[src/rtl/rxf_pkg.sv]
package rxf_pkg;

  localparam int MAC_W      = 48;
  localparam int MAC_BYTES  = MAC_W / 8;
  localparam int HASH_IDX_W = 6;
  localparam int HASH_W     = 1 << HASH_IDX_W;
  localparam int TYPE_W     = 16;
  localparam int FOLDS      = MAC_W / HASH_IDX_W;

  typedef struct packed {
    logic mcastHashEn;
    logic ucastHashEn;
    logic noBcast;
  } cfg_t;

  typedef struct packed {
    logic       frameStart;
    logic       daWe;
    logic [2:0] daSel;
    logic       daDone;
    logic       typeHiWe;
    logic       typeDone;
  } strobes_t;

  function automatic logic [HASH_IDX_W-1:0] foldHash(input logic [MAC_W-1:0] a);
    logic [HASH_IDX_W-1:0] r;
    for (int i = 0; i < HASH_IDX_W; i++) begin
      r[i] = 1'b0;
      for (int j = 0; j < FOLDS; j++) r[i] = r[i] ^ a[i + HASH_IDX_W*j];
    end
    return r;
  endfunction

endpackage

[src/rtl/rxf_ctrl.sv]
module rxf_ctrl
  import rxf_pkg::*;
(
  input  logic     clk,
  input  logic     rstN,
  input  logic     rxValid,
  input  logic     rxStart,
  output strobes_t st
);

  localparam logic [3:0] LAST_DA_IDX = 4'(MAC_BYTES - 1);
  localparam logic [3:0] TYPE_HI_IDX = 4'(2*MAC_BYTES);
  localparam logic [3:0] TYPE_LO_IDX = 4'(2*MAC_BYTES + 1);

  logic [3:0] idx;
  logic       inFrame;
  logic [3:0] curIdx;
  logic       take;
  logic       startNow;

  assign startNow = rxValid && rxStart;
  assign curIdx   = rxStart ? 4'd0 : idx;
  assign take     = startNow || (rxValid && inFrame && idx <= TYPE_LO_IDX);

  always_ff @(posedge clk) begin
    if (!rstN) begin
      idx     <= 4'd0;
      inFrame <= 1'b0;
    end else if (startNow) begin
      idx     <= 4'd1;
      inFrame <= 1'b1;
    end else if (take) begin
      idx <= idx + 4'd1;
      if (idx == TYPE_LO_IDX) inFrame <= 1'b0;
    end
  end

  always_comb begin
    st.frameStart = startNow;
    st.daWe       = take && (curIdx <= LAST_DA_IDX);
    st.daSel      = curIdx[2:0];
    st.daDone     = take && (curIdx == LAST_DA_IDX);
    st.typeHiWe   = take && (curIdx == TYPE_HI_IDX);
    st.typeDone   = take && (curIdx == TYPE_LO_IDX);
  end

  // the byte counter never runs past the type field
  p_idx_bound_r8: assert property (@(posedge clk) disable iff (!rstN)
    idx <= TYPE_LO_IDX + 4'd1);

  // at most one field strobe per byte
  p_strobe_onehot_r7: assert property (@(posedge clk) disable iff (!rstN)
    $onehot0({st.daDone, st.typeHiWe, st.typeDone}));

endmodule

[src/rtl/rxf_regs.sv]
module rxf_regs
  import rxf_pkg::*;
#(
  parameter int SLOTS = 4,
  parameter int AW    = 4,
  parameter int DW    = 32
) (
  input  logic                        clk,
  input  logic                        rstN,
  input  logic                        wrEn,
  input  logic [AW-1:0]               wrAddr,
  input  logic [DW-1:0]               wrData,
  output logic [SLOTS-1:0][MAC_W-1:0] slotAddr,
  output logic [SLOTS-1:0]            slotActive,
  output logic [HASH_W-1:0]           hashTab,
  output logic [TYPE_W-1:0]           typeId,
  output cfg_t                        cfg
);

  localparam logic [AW-1:0] HASH_LO_A = AW'(2*SLOTS);
  localparam logic [AW-1:0] HASH_HI_A = AW'(2*SLOTS + 1);
  localparam logic [AW-1:0] TYPE_A    = AW'(2*SLOTS + 2);
  localparam logic [AW-1:0] CFG_A     = AW'(2*SLOTS + 3);
  localparam int            LOW_W     = 32;
  localparam int            HIGH_W    = MAC_W - LOW_W;

  for (genvar k = 0; k < SLOTS; k++) begin : g_slot
    localparam logic [AW-1:0] LO_A = AW'(2*k);
    localparam logic [AW-1:0] HI_A = AW'(2*k + 1);

    always_ff @(posedge clk) begin
      if (!rstN) begin
        slotAddr[k]   <= '0;
        slotActive[k] <= 1'b0;
      end else if (wrEn && wrAddr == LO_A) begin
        slotAddr[k][LOW_W-1:0] <= wrData[LOW_W-1:0];
        slotActive[k]          <= 1'b0;
      end else if (wrEn && wrAddr == HI_A) begin
        slotAddr[k][MAC_W-1:LOW_W] <= wrData[HIGH_W-1:0];
        slotActive[k]              <= 1'b1;
      end
    end

    p_disarm_r2: assert property (@(posedge clk) disable iff (!rstN)
      (wrEn && wrAddr == LO_A) |=> !slotActive[k]);
    p_arm_r2: assert property (@(posedge clk) disable iff (!rstN)
      (wrEn && wrAddr == HI_A) |=> slotActive[k]);
  end

  always_ff @(posedge clk) begin
    if (!rstN) begin
      hashTab <= '0;
      typeId  <= '0;
      cfg     <= '0;
    end else if (wrEn) begin
      if (wrAddr == HASH_LO_A) hashTab[31:0]  <= wrData;
      if (wrAddr == HASH_HI_A) hashTab[63:32] <= wrData;
      if (wrAddr == TYPE_A)    typeId         <= wrData[TYPE_W-1:0];
      if (wrAddr == CFG_A)     cfg            <= wrData[2:0];
    end
  end

endmodule

[src/rtl/rxf_datapath.sv]
module rxf_datapath
  import rxf_pkg::*;
#(
  parameter int SLOTS = 4
) (
  input  logic                        clk,
  input  logic                        rstN,
  input  strobes_t                    st,
  input  logic [7:0]                  rxData,
  input  logic [SLOTS-1:0][MAC_W-1:0] slotAddr,
  input  logic [SLOTS-1:0]            slotActive,
  input  logic [HASH_W-1:0]           hashTab,
  input  logic [TYPE_W-1:0]           typeId,
  input  cfg_t                        cfg,
  output logic                        decValid,
  output logic                        accept,
  output logic [SLOTS-1:0]            slotHit,
  output logic                        bcastHit,
  output logic                        hashHit,
  output logic                        typeValid,
  output logic                        typeHit
);

  localparam int BUF_BYTES = MAC_BYTES - 1;

  logic [SLOTS-1:0][MAC_W-1:0] snapAddr;
  logic [SLOTS-1:0]            snapActive;
  logic [HASH_W-1:0]           snapHash;
  logic [TYPE_W-1:0]           snapType;
  cfg_t                        snapCfg;

  logic [8*BUF_BYTES-1:0]  daBuf;
  logic [MAC_W-1:0]        daFull;
  logic [7:0]              typeHi;
  logic [SLOTS-1:0]        slotMatch;
  logic                    isBcast;
  logic                    isMcast;
  logic [HASH_IDX_W-1:0]   hIdx;
  logic                    hashOk;

  // settings frozen at the first byte of each frame
  always_ff @(posedge clk) begin
    if (!rstN) begin
      snapAddr   <= '0;
      snapActive <= '0;
      snapHash   <= '0;
      snapType   <= '0;
      snapCfg    <= '0;
    end else if (st.frameStart) begin
      snapAddr   <= slotAddr;
      snapActive <= slotActive;
      snapHash   <= hashTab;
      snapType   <= typeId;
      snapCfg    <= cfg;
    end
  end

  always_ff @(posedge clk) begin
    if (!rstN) begin
      daBuf  <= '0;
      typeHi <= '0;
    end else begin
      for (int b = 0; b < BUF_BYTES; b++)
        if (st.daWe && st.daSel == 3'(b)) daBuf[8*b +: 8] <= rxData;
      if (st.typeHiWe) typeHi <= rxData;
    end
  end

  assign daFull = {rxData, daBuf};

  for (genvar k = 0; k < SLOTS; k++) begin : g_cmp
    assign slotMatch[k] = snapActive[k] && (snapAddr[k] == daFull);
  end

  always_comb begin
    isBcast = (&daFull) && !snapCfg.noBcast;
    isMcast = daFull[0];
    hIdx    = foldHash(daFull);
    hashOk  = snapHash[hIdx] && (isMcast ? snapCfg.mcastHashEn : snapCfg.ucastHashEn);
  end

  always_ff @(posedge clk) begin
    if (!rstN || st.frameStart) begin
      decValid  <= 1'b0;
      accept    <= 1'b0;
      slotHit   <= '0;
      bcastHit  <= 1'b0;
      hashHit   <= 1'b0;
      typeValid <= 1'b0;
      typeHit   <= 1'b0;
    end else begin
      if (st.daDone) begin
        decValid <= 1'b1;
        slotHit  <= slotMatch;
        bcastHit <= isBcast;
        hashHit  <= hashOk;
        accept   <= (|slotMatch) || isBcast || hashOk;
      end
      if (st.typeDone) begin
        typeValid <= 1'b1;
        typeHit   <= ({typeHi, rxData} == snapType);
      end
    end
  end

  p_dec_timing_r8: assert property (@(posedge clk) disable iff (!rstN)
    $rose(decValid) |-> $past(st.daDone));

  p_hold_r8: assert property (@(posedge clk) disable iff (!rstN)
    (decValid && !st.frameStart) |=> ($stable(accept) && $stable(slotHit) && decValid));

  p_bcast_gate_r4: assert property (@(posedge clk) disable iff (!rstN)
    bcastHit |-> !snapCfg.noBcast);

  p_type_after_da_r7: assert property (@(posedge clk) disable iff (!rstN)
    typeValid |-> decValid);

endmodule

[src/rtl/rx_addr_filter.sv]
module rx_addr_filter
  import rxf_pkg::*;
#(
  parameter int SLOTS = 4,
  parameter int AW    = 4,
  parameter int DW    = 32
) (
  input  logic             clk,
  input  logic             rstN,
  input  logic             rxValid,
  input  logic             rxStart,
  input  logic [7:0]       rxData,
  input  logic             wrEn,
  input  logic [AW-1:0]    wrAddr,
  input  logic [DW-1:0]    wrData,
  output logic             decValid,
  output logic             accept,
  output logic [SLOTS-1:0] slotHit,
  output logic             bcastHit,
  output logic             hashHit,
  output logic             typeValid,
  output logic             typeHit
);

  strobes_t                    st;
  logic [SLOTS-1:0][MAC_W-1:0] slotAddr;
  logic [SLOTS-1:0]            slotActive;
  logic [HASH_W-1:0]           hashTab;
  logic [TYPE_W-1:0]           typeId;
  cfg_t                        cfg;

  rxf_ctrl i_ctrl (
    .clk(clk), .rstN(rstN), .rxValid(rxValid), .rxStart(rxStart), .st(st)
  );

  rxf_regs #(.SLOTS(SLOTS), .AW(AW), .DW(DW)) i_regs (
    .clk(clk), .rstN(rstN), .wrEn(wrEn), .wrAddr(wrAddr), .wrData(wrData),
    .slotAddr(slotAddr), .slotActive(slotActive), .hashTab(hashTab),
    .typeId(typeId), .cfg(cfg)
  );

  rxf_datapath #(.SLOTS(SLOTS)) i_dp (
    .clk(clk), .rstN(rstN), .st(st), .rxData(rxData),
    .slotAddr(slotAddr), .slotActive(slotActive), .hashTab(hashTab),
    .typeId(typeId), .cfg(cfg),
    .decValid(decValid), .accept(accept), .slotHit(slotHit),
    .bcastHit(bcastHit), .hashHit(hashHit),
    .typeValid(typeValid), .typeHit(typeHit)
  );

endmodule

[config.mk]
export PLATFORM = sky130hd
export DESIGN_NAME = rx_addr_filter
export DESIGN_NICKNAME = d
export VERILOG_FILES = /design/src/rtl/rxf_pkg.sv /design/src/rtl/rxf_ctrl.sv /design/src/rtl/rxf_regs.sv /design/src/rtl/rxf_datapath.sv /design/src/rtl/rx_addr_filter.sv
export SDC_FILE = /design/constraint.sdc
export NUM_CORES = 1
export LEC_CHECK = 0
export BUFFER_PORTS_ARGS = -buffer_cell sky130_fd_sc_hd__buf_4
export CORE_ASPECT_RATIO = 2
export CORE_MARGIN = 2
export CORE_UTILIZATION = 29
export CTS_BUF_LIST = sky130_fd_sc_hd__clkbuf_4
export DETAILED_ROUTE_END_ITERATION = 7
export PLACE_DENSITY = 0.41
export SETUP_SLACK_MARGIN = 0.15
export SLEW_MARGIN = 20
export SYNTH_ARGS = -nofsm -noshare
export SYNTH_HDL_FRONTEND = slang
export SYNTH_SLANG_ARGS = --single-unit
export TNS_END_PERCENT = 100
[constraint.sdc]
create_clock -name clk -period 5.99 [get_ports clk]
set_clock_uncertainty 0.15 [all_clocks]
set_input_delay 0.2995 -clock clk [delete_from_list [all_inputs] [get_ports clk]]
set_output_delay 0.2995 -clock clk [all_outputs]
set_load 0.01 [all_outputs]
==> impl_metrics.prom <==
# TYPE chip_impl_metric gauge
chip_impl_metric{name="dp_hpwl",unit="um"} 74560
chip_impl_metric{name="die_outline_width",unit="um"} 218.3
chip_impl_metric{name="setup_viol",unit=""} 0
chip_impl_info{name="outcome",value="finished, final reports clean"} 1
chip_impl_metric{name="cp.arrival",unit="ps"} 4590
chip_impl_metric{name="cellLeakagePower",unit="nW"} 10.68
chip_impl_metric{name="peak_vdd_ir",unit="V"} 0.0001533
chip_impl_metric{name="totalNegativeSetupSlack",unit="ps"} 0
chip_impl_info{name="criticalPathCategory",value="reg -> reg"} 1
chip_impl_metric{name="gp_congestion",unit=""} 0.9604
chip_impl_metric{name="globalRouteOverflowTotal",unit=""} 0
chip_impl_metric{name="worstPathMaxFanout",unit=""} 11
chip_impl_metric{name="clock_path_buffers",unit=""} 3
chip_impl_metric{name="yosysSeqAreaShare",unit=""} 0.4667
chip_impl_info{name="synthFlopType",value="dfxtp_1"} 1
chip_impl_metric{name="finish.cell_count_without_fillers",unit=""} 4540
chip_impl_info{name="cp-end-kind",value="flop"} 1
chip_impl_info{name="mostFrequentLayoutCell",value="nand2_1"} 1
chip_impl_info{name="worstHoldPathType",value="in -> reg"} 1
chip_impl_metric{name="grt_first_pass_wirelength",unit="um"} 159600
chip_impl_metric{name="core_rows",unit=""} 157
chip_impl_metric{name="hold_violations",unit=""} 0
chip_impl_metric{name="fin_crit_sh",unit=""} 0.6342
chip_impl_metric{name="fin_ws",unit="ps"} 2191
chip_impl_metric{name="grt_antenna_before_repair",unit=""} 5
chip_impl_metric{name="final_antenna_net_count",unit=""} 0
chip_impl_metric{name="cap_violations",unit=""} 0
chip_impl_info{name="layout.cells.most_common_list",value="nand2_1 (1127), dfxtp_1 (621), a21boi_0 (550), clkbuf_4 (225), xnor2_1 (120)"} 1
chip_impl_metric{name="total_routing_usage_gr",unit=""} 0.2395
chip_impl_info{name="cts_root_buf",value="clkbuf_4"} 1
chip_impl_metric{name="syn-num-nets",unit=""} 3192
chip_impl_metric{name="first_drt_pass_iteration_count",unit=""} 5
chip_impl_metric{name="portBuffers",unit=""} 58
chip_impl_metric{name="core",unit="um2"} 91340
chip_impl_metric{name="async_flop_share",unit=""} 0
chip_impl_metric{name="slew_headroom",unit=""} 0.07222
chip_impl_metric{name="clk-insertion-delay-late",unit="ps"} 1050
chip_impl_metric{name="yosysWarnings",unit=""} 0
chip_impl_metric{name="final_layout_size_suffix_gt1_frac",unit=""} 0.1109
chip_impl_metric{name="crit_required",unit="ps"} 6790
chip_impl_metric{name="place_inst",unit=""} 4170
chip_impl_info{name="worstSetupStartpointType",value="flop"} 1
chip_impl_metric{name="layout-area-overhead-vs-synth",unit="%"} 16.28
chip_impl_metric{name="syn-cell-area",unit="um2"} 26640
chip_impl_info{name="worstPathCellList",value="inv_1, ha_1, o311ai_2, nor3_1, nor3b_2, mux2i_1, dlygate4sd3_1, nor2b_1"} 1
chip_impl_metric{name="tritoncts_num_sinks",unit=""} 621
chip_impl_metric{name="die_ar",unit="um2"} 94440
chip_impl_metric{name="post-route-cell-area",unit="um2"} 30970
chip_impl_metric{name="tritoncts.num_buffers",unit=""} 156
chip_impl_metric{name="design.portCount",unit=""} 59
chip_impl_metric{name="crit_buf_inv",unit=""} 2
chip_impl_metric{name="via_count",unit=""} 21945
chip_impl_metric{name="clkTransAtPathRegs",unit="ps"} 80
chip_impl_metric{name="worst_slew_pin_slew",unit="ps"} 1392
chip_impl_metric{name="postSynthCellCount",unit=""} 3140
chip_impl_metric{name="synth_edf_count",unit=""} 0
chip_impl_metric{name="synth-seq-cells",unit=""} 621
chip_impl_metric{name="worst_path_largest_cell_delay",unit="ps"} 1010
chip_impl_info{name="rsz0062_at_grt",value="no"} 1
chip_impl_metric{name="initial_core_util",unit=""} 0.2916
chip_impl_metric{name="finalCriticalPeriod",unit="ps"} 3799
chip_impl_metric{name="number_of_nets_in_the_layout",unit=""} 3298
chip_impl_metric{name="netlist-cell-type-count",unit=""} 57
chip_impl_metric{name="grt_pass1_vias",unit=""} 22022
chip_impl_metric{name="pre_cts_ws",unit="ps"} 2128
chip_impl_metric{name="drt_total_wl",unit="um"} 112100
chip_impl_metric{name="h_tree_levels",unit=""} 4
chip_impl_metric{name="clock.fmax",unit="GHz"} 0.2632
chip_impl_metric{name="routed_via_density",unit=""} 4.834
chip_impl_metric{name="chipHeight",unit="um"} 432.6
chip_impl_metric{name="route.detailed.wl_per_inst",unit="um"} 24.69
chip_impl_metric{name="remaining_drc_errors",unit=""} 0
chip_impl_info{name="kind_of_cell_adding_the_most_delay_to_the_critical_path",value="simple AND/OR/NAND/NOR gates"} 1
chip_impl_metric{name="number_of_drc_violations_after_detailed_routing_iteration_0",unit=""} 1234
chip_impl_metric{name="power_dens_cells",unit="nW/um2"} 276.1
chip_impl_info{name="slowest_stage",value="nor3b_2"} 1
chip_impl_metric{name="syn_area_per_cell",unit="um2"} 8.483
chip_impl_metric{name="dpl_cell_area",unit="um2"} 27900
chip_impl_info{name="cts_tree",value="done"} 1
chip_impl_metric{name="report.final.slew_viol_count",unit=""} 0
chip_impl_metric{name="grt_start_max_net_pins",unit=""} 263
path summary, 6_finish.rpt:
path | startpoint | end | slack, ps | depth (start not counted)
max | i_ctrl.idx[0] | i_dp.typeHi[4] | 2190 | 8
min | rxData[4] | i_dp.daBuf[36] | 130 | 4
max reg2reg | i_ctrl.idx[0] | i_dp.typeHi[4] | 2190 | 8
min reg2reg | i_regs.slotAddr[64] | i_dp.snapAddr[64] | 290 | 2
cells in the mapped netlist (9+ instances only):
| cell type | n | area, um2 |
|---|---|---|
| nand2_1 | 1131 | 4245 |
| dfxtp_1 | 621 | 12430 |
| a21boi_0 | 550 | 4129 |
| clkbuf_1 | 227 | 852.1 |
| xnor2_1 | 120 | 1051 |
| xor2_1 | 116 | 1016 |
| mux2i_1 | 61 | 610.6 |
| nor2b_1 | 54 | 337.8 |
| nand4_1 | 43 | 269.0 |
| nor4_1 | 37 | 231.5 |
| nor2_1 | 28 | 105.1 |
| inv_1 | 12 | 45.04 |
| a21oi_1 | 10 | 50.05 |
| buf_2 | 10 | 50.05 |
| nand3_1 | 10 | 50.05 |
| buf_4 | 9 | 67.56 |
| nor3_1 | 9 | 45.04 |
tightest hold or removal path, stage by stage:
cell	delay, ps
dlygate4sd3_1	540
buf_4	230
mux2i_1	160
nor2b_1	60
cell families (layout without fill, tap and decap cells):
kind of cell / after synthesis / count (layout) / synth area share
adders and majority gates: 3 / 3 / 0.001409
other: 0 / 2 / 0
and+or+nand+nor: 1333 / 1333 / 0.2048
DFF: 621 / 621 / 0.4667
buffers and inverters: 268 / 474 / 0.04147
AOI/OAI and AO/OA: 595 / 595 / 0.1674
xor gates and xnor gates: 245 / 245 / 0.08351
muxes: 75 / 75 / 0.03476
sequential cells by signal, summed over array words and instances, names as in the netlist, 3 cells and up:
register           flops
i_regs.slotAddr      192
i_regs.cfg             3
i_ctrl.idx             4
i_regs.slotActive      4
i_dp.snapActive        4
i_dp.typeHi            8
i_dp.snapType         16
i_dp.snapHash         64
i_dp.daBuf            40
i_regs.typeId         16
i_regs.hashTab        64
i_dp.snapCfg           3
i_dp.slotHit           4
i_dp.snapAddr        192
report_power, final:
part           leakage [nW]  total, W  internal, W  switching (W)
Sequential             5.01   0.00420      0.00416      0.0000350
Clock                  1.15   0.00369      0.00188        0.00181
Combinational          4.52  0.000659     0.000228       0.000431
Total                  10.7   0.00855      0.00627        0.00228
through the flow:
| stage | hold WS, ps | util | power [W] |
|---|---|---|---|
| CTS | 5.933 | 0.3388 | 0.008708 |
| global placement | 291.5 | 0.3054 | 0.004891 |
| detailed placement | 295.3 | 0.3055 | 0.004892 |
| floorplan | 285.3 | - | 0.004628 |
| finish | 126.2 | 0.3391 | 0.008551 |
| global route | 35.45 | 0.3391 | 0.008916 |
timing repair:
item	CTS	global route
resized for setup	0	0
hold buffers	110	0
buffers inserted	0	0
hold endpoints to repair	470	0
layout make-up:
type | count | area [um2]
Sequential cell | 621 | 12430
Clock buffer | 225 | 1689
Timing Repair Buffer | 204 | 1863
Clock inverter | 33 | 232.7
Inverter | 12 | 45.04
Antenna cell | 2 | 5.005
Fill cell | 9681 | 60370
Tap cell | 1192 | 1491
Multi-Input combinational cell | 2251 | 13220
layer usage:
metal	track usage	up-vias	wire length, um
met1	0.2474	10716	41620
met5	0	-	0
li1	-	10517	-
met2	0.4496	512	60240
met3	0.03871	200	3443
met4	0.1380	0	6803
(Power assumes the default switching activity.)
